[src/rtl/intalu_pkg.sv]
package intalu_pkg;
   typedef enum logic [2:0] {
      ALU_AND  = 3'b000,
      ALU_OR   = 3'b001,
      ALU_ADD  = 3'b010,
      ALU_XOR  = 3'b011,
      ALU_NOR  = 3'b100,
      ALU_RSV  = 3'b101,
      ALU_SUB  = 3'b110,
      ALU_SLT  = 3'b111
   } alu_op_e;

   function automatic logic op_uses_adder(input alu_op_e op);
      return (op == ALU_ADD) || (op == ALU_SUB) || (op == ALU_SLT);
   endfunction
endpackage

[src/rtl/intalu_adder.sv]
module intalu_adder #(
   parameter int WIDTH = 32
) (
   input  logic [WIDTH-1:0] in_a,
   input  logic [WIDTH-1:0] in_b,
   input  logic             invert_b,
   output logic [WIDTH-1:0] sum_o,
   output logic             carry_o,
   output logic             ovf_o
);
   localparam int MSB = WIDTH - 1;

   logic [WIDTH-1:0] b_eff;
   logic [WIDTH:0]   chain;

   assign b_eff    = invert_b ? ~in_b : in_b;
   assign chain[0] = invert_b;

   for (genvar i = 0; i < WIDTH; i++) begin : g_bit
      logic gen_t, prop_t;
      assign prop_t     = in_a[i] ^ b_eff[i];
      assign gen_t      = in_a[i] & b_eff[i];
      assign sum_o[i]   = prop_t ^ chain[i];
      assign chain[i+1] = gen_t | (prop_t & chain[i]);
   end

   assign carry_o = chain[WIDTH];
   assign ovf_o   = (in_a[MSB] == b_eff[MSB]) && (sum_o[MSB] != in_a[MSB]);
endmodule

[src/rtl/intalu_logic.sv]
module intalu_logic #(
   parameter int WIDTH   = 32,
   parameter bit EXT_OPS = 1'b1
) (
   input  logic [WIDTH-1:0] in_a,
   input  logic [WIDTH-1:0] in_b,
   output logic [WIDTH-1:0] and_o,
   output logic [WIDTH-1:0] or_o,
   output logic [WIDTH-1:0] xor_o,
   output logic [WIDTH-1:0] nor_o
);
   assign and_o = in_a & in_b;
   assign or_o  = in_a | in_b;

   if (EXT_OPS) begin : g_ext
      assign xor_o = in_a ^ in_b;
      // not-or built as OR then XOR with all ones
      assign nor_o = or_o ^ {WIDTH{1'b1}};
   end else begin : g_noext
      assign xor_o = '0;
      assign nor_o = '0;
   end
endmodule

[src/rtl/intalu_flags.sv]
module intalu_flags #(
   parameter int WIDTH = 32
) (
   input  logic [WIDTH-1:0] result,
   input  logic             diff_sign,
   input  logic             diff_ovf,
   output logic             zero_o,
   output logic [WIDTH-1:0] less_o
);
   assign zero_o = ~|result;
   // sign corrected by overflow gives the true signed ordering
   assign less_o = {{(WIDTH-1){1'b0}}, diff_sign ^ diff_ovf};
endmodule

[src/rtl/intalu_core.sv]
module intalu_core
   import intalu_pkg::*;
#(
   parameter int WIDTH   = 32,
   parameter bit EXT_OPS = 1'b1
) (
   input  logic [WIDTH-1:0] opd_a,
   input  logic [WIDTH-1:0] opd_b,
   input  logic [2:0]       op_sel,
   output logic [WIDTH-1:0] res_o,
   output logic             zero_o,
   output logic             cout_o,
   output logic             ovf_o
);
   localparam int MSB = WIDTH - 1;

   if (WIDTH < 2) begin : g_bad_width
      $error("intalu_core: WIDTH must be at least 2");
   end

   alu_op_e          op;
   logic [WIDTH-1:0] sum_w, and_w, or_w, xor_w, nor_w, less_w;
   logic             add_c, add_v, do_sub;

   assign op     = alu_op_e'(op_sel);
   assign do_sub = (op == ALU_SUB) || (op == ALU_SLT);

   intalu_adder #(.WIDTH(WIDTH)) u_add (
      .in_a(opd_a), .in_b(opd_b), .invert_b(do_sub),
      .sum_o(sum_w), .carry_o(add_c), .ovf_o(add_v)
   );

   intalu_logic #(.WIDTH(WIDTH), .EXT_OPS(EXT_OPS)) u_log (
      .in_a(opd_a), .in_b(opd_b),
      .and_o(and_w), .or_o(or_w), .xor_o(xor_w), .nor_o(nor_w)
   );

   intalu_flags #(.WIDTH(WIDTH)) u_flg (
      .result(res_o), .diff_sign(sum_w[MSB]), .diff_ovf(add_v),
      .zero_o(zero_o), .less_o(less_w)
   );

   always_comb begin
      unique case (op)
         ALU_AND: res_o = and_w;
         ALU_OR:  res_o = or_w;
         ALU_ADD: res_o = sum_w;
         ALU_SUB: res_o = sum_w;
         ALU_SLT: res_o = less_w;
         ALU_XOR: res_o = xor_w;
         ALU_NOR: res_o = nor_w;
         default: res_o = '0;
      endcase
   end

   assign cout_o = (op == ALU_ADD || op == ALU_SUB) ? add_c : 1'b0;
   assign ovf_o  = (op == ALU_ADD || op == ALU_SUB) ? add_v : 1'b0;
endmodule

[config.mk]
export PLATFORM = sky130hd
export DESIGN_NAME = intalu_core
export DESIGN_NICKNAME = d
export VERILOG_FILES = /design/src/rtl/intalu_pkg.sv /design/src/rtl/intalu_adder.sv /design/src/rtl/intalu_logic.sv /design/src/rtl/intalu_flags.sv /design/src/rtl/intalu_core.sv
export SDC_FILE = /design/constraint.sdc
export NUM_CORES = 1
export LEC_CHECK = 0
export ABC_AREA = 1
export CAP_MARGIN = 5
export CELL_PAD_IN_SITES_DETAIL_PLACEMENT = 0
export CELL_PAD_IN_SITES_GLOBAL_PLACEMENT = 1
export CORE_ASPECT_RATIO = 1.1
export CORE_MARGIN = 5
export CORE_UTILIZATION = 38
export DETAILED_ROUTE_END_ITERATION = 10
export PLACE_DENSITY_LB_ADDON = 0.1
export SETUP_SLACK_MARGIN = 0.5
export SLEW_MARGIN = 15
export SYNTH_ARGS = -nofsm -noshare
export SYNTH_HDL_FRONTEND = slang
export SYNTH_SLANG_ARGS = --single-unit
export TNS_END_PERCENT = 10
[constraint.sdc]
create_clock -name vclk -period 59.2
set_clock_uncertainty 0.2 [all_clocks]
set_input_delay 8.88 -clock vclk [all_inputs]
set_output_delay 8.88 -clock vclk [all_outputs]
set_load 0.05 [all_outputs]
==> results.cfg, run 1 <==
[yosys]
synth_area_leaders = ha_1 (21%), fa_1 (16%), inv_1 (15%)
syn_inst = 644
yosysSeqAreaShare_pct = 0
netlist_top_cells_count = inv_1 (152), nand2_1 (140), nor2_1 (86), ha_1 (65), nand3_1 (45)
ys_types = 22
avgSynthCellArea_um2 = 6.056
syn_nets = 807
synth_warnings = 0
syn-cell-area_mm2 = 0.003900
yosysMostFrequentCell = inv_1
synth_top_area_share_pct = 20.85
yosysTopAreaCell = ha_1

[setup_path]
path_class = input pin to primary output
cp_data_arrival_time_ns = 25.32
slowest_stage = clkdlybuf4s50_1
critPathLaunchType = input pin
end_kind = primary output
cp_max_fo = 34
cp.required_ns = 50.12
cpPeakStageDelay_ns = 0.83
critPathMostFrequentCell = fa_1

[timing]
rsz0062_at_grt = no
tightest_slew_ns = 1.005
post-route-min-period_ns = 34.40
finalSetupTns_ns = 0
fmax_mhz = 29.07
fin_crit_sh_pct = 58.10
finalMaxSlewViolations = 0
setup_violations = 0
relSlewSlack_pct = 32.80
hold_viol_final = 0
holdWs_ns = 19.06

[pwr]
cellLeakagePower_nw = 2.775
ir_drop_mv = 0.007257
power_density_mw_per_mm2 = 11.46
p_total_mw = 0.05690

[place]
hpwl_um = 8720
gp_congestion = 0.8261
port_buffers = 102
place_area_mm2 = 0.004965

[final_layout]
multi_input_area_mm2 = 0.003144
clkbuf_count = 0
post-route-util_pct = 49.96
num-nets-final = 888
seqCellArea_um2 = 0
design_area_mm2 = 0.004965
areaGrowthSynthToFinish_pct = 27.30
seq_cell_count = 0
drive_gt1_share_pct = 1.798
antenna_cells = 0
n_fill_cell = 1049

[job]
maxCapViolations = 0

[routing]
vias_per_cell = 4.735
drc = 0
drt_iter0_markers = 148
drt_wl_total_um = 11350
antenna_left = 0
wire_per_inst_um = 13.47
drt_pass1_iterations = 4
vias = 3992

[clocking]
cts_hold_buf = 0
cts_resized = 0
cts_setup_buffers = 0

[global_route]
grt_usage_pct = 18.26
busiest_layer = met2
antenna_found_initial = 0
grt_pass1_wl_um = 18770
grt-ovfl-total = 0
grt.met2_usage_pct = 36.44
grt_max_degree = 51
gr-usage-met1_pct = 21.93
grt_pass1_vias = 4048
grtUsageMet3_pct = 1.493

[die]
ios = 102
initial_core_util_pct = 39.25
die_h_um = 116.3
core_area_mm2 = 0.009937
die_area_mm2 = 0.01239
fp-row-count = 38
die_w_um = 106.6

[worst_hold_path]
min_from = opd_b[15]
worstHoldEndpoint = res_o[15]
whs_path_depth = 7
hold_class = input pin to primary output

[status]
status = finished, final reports clean
[area by class of cell]
cell class         instances  area share [%]
well taps                120           3.024
multi-input cells        453           63.33
inverters                163           12.32
repair buffers           107           21.32
[worst max path at each step]
stage	cells after the start	start	end
3_5_place_dp	48	op_sel[2]	zero_o
6_report	48	op_sel[2]	zero_o
4_1_cts	48	op_sel[2]	zero_o
2_1_floorplan	47	op_sel[2]	zero_o
3_3_place_gp	48	op_sel[2]	zero_o
5_1_grt	48	op_sel[2]	zero_o
[power by group]
part | total, mW | leakage (nW) | internal (mW) | switching, mW
sequential | 0 | 0 | 0 | 0
combinational | 0.0569 | 2.78 | 0.0213 | 0.0356
clock | 0 | 0 | 0 | 0
[layer usage]
metal	share of wire (%)	vias up	wire [um]
li1	-	2069	-
met1	44	1838	4946
met2	52	75	5875
met3	3.5	10	395
met4	1.2	0	135
met5	0	-	0
[metrics by stage]
stage,setup WS (ns),instances
after floorplan,25.87,644
after global placement,24.90,843
after detailed placement,24.65,843
after CTS,24.61,843
after global routing,23.92,843
final,24.80,843
[worst max-delay path, delay by kind of cell]
family          cells  cell delay [ns]
simple gates        9             0.83
compound gates      1             0.20
buf+inv             7             2.18
fa+ha+maj          31            13.18
[placed cells by master (no fill, tap or decap)]
cell type          n
buf_4              5
clkdlybuf4s50_1  102
clkinv_1           9
fa_1              31
ha_1              65
inv_1            152
inv_2              2
nand2_1          139
nand2_2            2
nand3_1           45
nand3b_1          12
nand4_1           22
nor2_1            86
nor2_2             2
nor3_1             1
nor3_4             2
o21ai_0           14
xnor2_1            1
xor2_1            31
[logic make-up (layout without fill, tap and decap cells)]
logic type	after synthesis	count (layout)	share of synthesized area, %
xor+xnor	32	32	7.186
buf+inv	191	270	19.44
fa+ha+maj	96	96	36.77
compound gates	14	14	1.797
simple gates	311	311	34.81
(Power assumes the default switching activity.)
==> run 2, diff against run 1 <==
--- a/config.mk
+++ b/config.mk
@@ -11,7 +11,7 @@
 export CELL_PAD_IN_SITES_GLOBAL_PLACEMENT = 1
 export CORE_ASPECT_RATIO = 1.1
 export CORE_MARGIN = 5
-export CORE_UTILIZATION = 38
+export CORE_UTILIZATION = 35
 export DETAILED_ROUTE_END_ITERATION = 10
 export PLACE_DENSITY_LB_ADDON = 0.1
 export SETUP_SLACK_MARGIN = 0.5
==> constraint.sdc (replaced) <==
create_clock -name vclk -period 31.8
set_clock_uncertainty 0.2 [all_clocks]
set_input_delay 4.77 -clock vclk [all_inputs]
set_output_delay 4.77 -clock vclk [all_outputs]
set_load 0.05 [all_outputs]
==> results.cfg, run 2 (synthesis gave the netlist of run 1 again) <==
[die]
core_area_mm2 = 0.01091
die_w_um = 110.6
fp-row-count = 40
initial_core_util_pct = 35.75
die_h_um = 120.7
ios = 102
die_area_mm2 = 0.01336

[pwr]
cellLeakagePower_nw = 2.771
power_density_mw_per_mm2 = 21.22
p_total_mw = 0.1059
ir_drop_mv = 0.01672

[routing]
wire_per_inst_um = 13.21
drt_wl_total_um = 11480
drt_pass1_iterations = 4
vias = 3938
drc = 0
antenna_left = 0
vias_per_cell = 4.532
drt_iter0_markers = 138

[final_layout]
mostFrequentLayoutCell = inv_1
final_cell_mix = inv_1 (152), nand2_1 (139), clkdlybuf4s50_1 (102)
areaGrowthSynthToFinish_pct = 27.98
drive_gt1_share_pct = 1.662
clkbuf_count = 0
seqCellArea_um2 = 0
post-route-util_pct = 45.75
num-nets-final = 887
seq_cell_count = 0
n_fill_cell = 1216
antenna_cells = 0

[global_route]
antenna_found_initial = 0
grt_max_degree = 51
grt_pass1_wl_um = 19370
grt_usage_pct = 17.18
grt_pass1_vias = 4013
grt-ovfl-total = 0

[setup_path]
critPathLaunchType = input pin
slowest_stage = clkdlybuf4s50_1
path_class = input pin to primary output
critPathMostFrequentCell = fa_1
end_kind = primary output
cp.required_ns = 26.83
cpPeakStageDelay_ns = 0.83
cp_max_fo = 34
cp_data_arrival_time_ns = 21.62

[place]
gp_congestion = 0.8339
post-place-ws_ns = 5.052
hpwl_um = 8825
port_buffers = 102

[timing]
finalMaxSlewViolations = 0
finalSetupTns_ns = 0
fmax_mhz = 37.60
tightest_slew_ns = 0.9919
post-route-min-period_ns = 26.59
relSlewSlack_pct = 33.66
hold_viol_final = 0
setup_violations = 0
fin_crit_sh_pct = 83.63
rsz0062_at_grt = no
finalWorstSetupSlack_ns = 5.206

[worst_hold_path]
hold_class = input pin to primary output

[clocking]
cts_resized = 0
cts_setup_buffers = 0
cts_hold_buf = 0

[job]
maxCapViolations = 0

[status]
status = finished, final reports clean
## run 2: changes by cell type in the layout (fill, tap and decap cells not counted), sizes merged
cell	previous run	this run
buf	5	4
## run 2: layout make-up
cell class	count	area, um2	share of cell area, %
multi-input cells	453	3144	63.00
repair buffers	106	1051	21.06
inverters	163	611.8	12.26
well taps	147	183.9	3.685
## run 2: final timing paths
path | startpoint | endpoint | cells past startpoint
max | op_sel[2] | zero_o | 47
min | opd_a[31] | ovf_o | 4
## run 2: power by group
| group | switching (mW) | internal [mW] |
|---|---|---|
| sequential | 0 | 0 |
| combinational | 0.0665 | 0.0394 |
| clock | 0 | 0 |
| total | 0.0665 | 0.0394 |
## run 2: per-stage QoR
step	cells	area, um2	hold slack, ns
after detailed placement	869	4991	10.84
after CTS	869	4991	10.84
after floorplan	644	3900	9.625
after global placement	869	4991	10.83
final	869	4991	10.83
after global routing	869	4991	10.90
## run 2: routing by layer
| metal | vias up | GRT usage, % | part of all wire (%) | routed length [um] |
|---|---|---|---|---|
| met1 | 1781 | 21.77 | 44 | 5082 |
| met4 | 0 | 1.232 | 0.79 | 91 |
| met3 | 8 | 1.552 | 4.0 | 457 |
| li1 | 2064 | - | - | - |
| met2 | 85 | 32.81 | 51 | 5845 |
| met5 | - | 0 | 0 | 0 |
## run 2: worst max-delay path, delay by kind of cell
family / cells / cell delay (ns)
AND/OR/NAND/NOR: 9 / 1.38
adder cells (fa/ha/maj): 31 / 13.16
buffers and inverters: 6 / 1.92
XOR/XNOR: 1 / 0.35
==> run 3, diff against run 2 <==
==> constraint.sdc (replaced) <==
create_clock -name vclk -period 24.7
set_clock_uncertainty 0.2 [all_clocks]
set_input_delay 3.705 -clock vclk [all_inputs]
set_output_delay 3.705 -clock vclk [all_outputs]
set_load 0.05 [all_outputs]
==> results.cfg, run 3 (synthesis gave the netlist of run 1 again) <==
[status]
status = finished, final reports clean

[die]
die_h_um = 120.7
fp-row-count = 40
die_area_mm2 = 0.01336
ios = 102
core_area_mm2 = 0.01091
die_w_um = 110.6
initial_core_util_pct = 35.75

[routing]
drt_wl_total_um = 11610
wire_per_inst_um = 13.34
drt_pass1_iterations = 4
vias_per_cell = 4.520
drc = 0
antenna_left = 0
vias = 3932
drt_iter0_markers = 125

[place]
hpwl_um = 8951
port_buffers = 102
post-place-ws_ns = 1.076
gp_congestion = 0.7988

[worst_hold_path]
hold_class = input pin to primary output
min_from = opd_a[31]
worstHoldEndpoint = ovf_o
whs_path_depth = 4

[final_layout]
num-nets-final = 888
seq_cell_count = 0
final_cell_mix = inv_1 (152), nand2_1 (139), clkdlybuf4s50_1 (98)
seqCellArea_um2 = 0
drive_gt1_share_pct = 2.351
areaGrowthSynthToFinish_pct = 29.10
clkbuf_count = 0
antenna_cells = 0
mostFrequentLayoutCell = inv_1
n_fill_cell = 1225
post-route-util_pct = 46.15
multi_input_area_mm2 = 0.003149

[setup_path]
path_buf_inv = 6
critPathMostFrequentCell = fa_1
path_class = input pin to primary output
cpPeakStageDelay_ns = 0.51
critPathLaunchType = input pin
slowest_stage = fa_1
cp_max_fo = 31
crit_family = adder cells
end_kind = primary output
cp.required_ns = 20.80
cp_data_arrival_time_ns = 19.33

[timing]
rsz0062_at_grt = no
hold_viol_final = 0
fin_crit_sh_pct = 94.05
tightest_slew_ns = 0.9910
setup_violations = 0
finalSetupTns_ns = 0
relSlewSlack_pct = 33.72
post-route-min-period_ns = 23.23
finalMaxSlewViolations = 0
finalWorstSetupSlack_ns = 1.469
fmax_mhz = 43.05

[global_route]
grt_usage_pct = 17.15
grt_pass1_wl_um = 19360
grt_max_degree = 51
grt_pass1_vias = 3929
antenna_found_initial = 0
grt-ovfl-total = 0

[job]
maxCapViolations = 0

[pwr]
ir_drop_mv = 0.01795
cellLeakagePower_nw = 2.797
power_density_mw_per_mm2 = 27.33

[clocking]
cts_setup_buffers = 0
[run 3: changes by cell type in the layout (fill, tap and decap cells not counted), sizes merged]
cell,previous run,this run
buf,4,9
clkdlybuf4s50,102,98
[run 3: cell type report]
cell class / count / share of cell area, %
inverters: 163 / 12.15
multi-input cells: 453 / 62.55
well taps: 147 / 3.653
repair buffers: 107 / 21.65
[run 3: layer usage]
metal | track usage [%] | wire length, um | vias to the layer above
met4 | 1.232 | 76 | 0
met3 | 1.251 | 378 | 4
met1 | 21.90 | 5272 | 1790
met5 | 0 | 0 | -
li1 | - | - | 2068
met2 | 32.78 | 5879 | 70
[run 3: per-stage QoR]
step	power (mW)	std cells	area [um2]	hold slack [ns]
floorplan	0.09095	644	3900	7.495
global placement	0.1386	870	5026	8.179
detailed placement	0.1394	870	5026	8.186
CTS	0.1400	870	5026	8.177
global route	0.1548	870	5035	8.259
finish	0.1376	870	5035	8.172
[run 3: tightest hold or removal path, delay by kind of cell]
family	cells	cell delay [ns]
and+or+nand+nor	1	0.06
xor gates and xnor gates	1	0.20
buffers and inverters	2	0.70
[run 3: timing repair]
action                     4_1_cts  5_1_grt
resized for setup                0        2
hold buffers                     0        0
setup endpoints to repair        0        1
[run 3: where the power goes]
part | internal, mW | total (mW) | switching (mW)
sequential | 0 | 0 | 0
combinational | 0.0517 | 0.138 | 0.0859
clock | 0 | 0 | 0
total | 0.0517 | 0.138 | 0.0859
[run 3: worst max-delay path by stage]
| stage | slack, ns | endpoint | cells past startpoint | from |
|---|---|---|---|---|
| after floorplan | 1.72 | zero_o | 47 | op_sel[2] |
| after global placement | 1.30 | zero_o | 47 | op_sel[1] |
| after detailed placement | 1.08 | zero_o | 47 | op_sel[1] |
| after CTS | 1.05 | zero_o | 47 | op_sel[1] |
| after global routing | 0.59 | zero_o | 47 | op_sel[1] |
| final | 1.47 | zero_o | 47 | op_sel[1] |
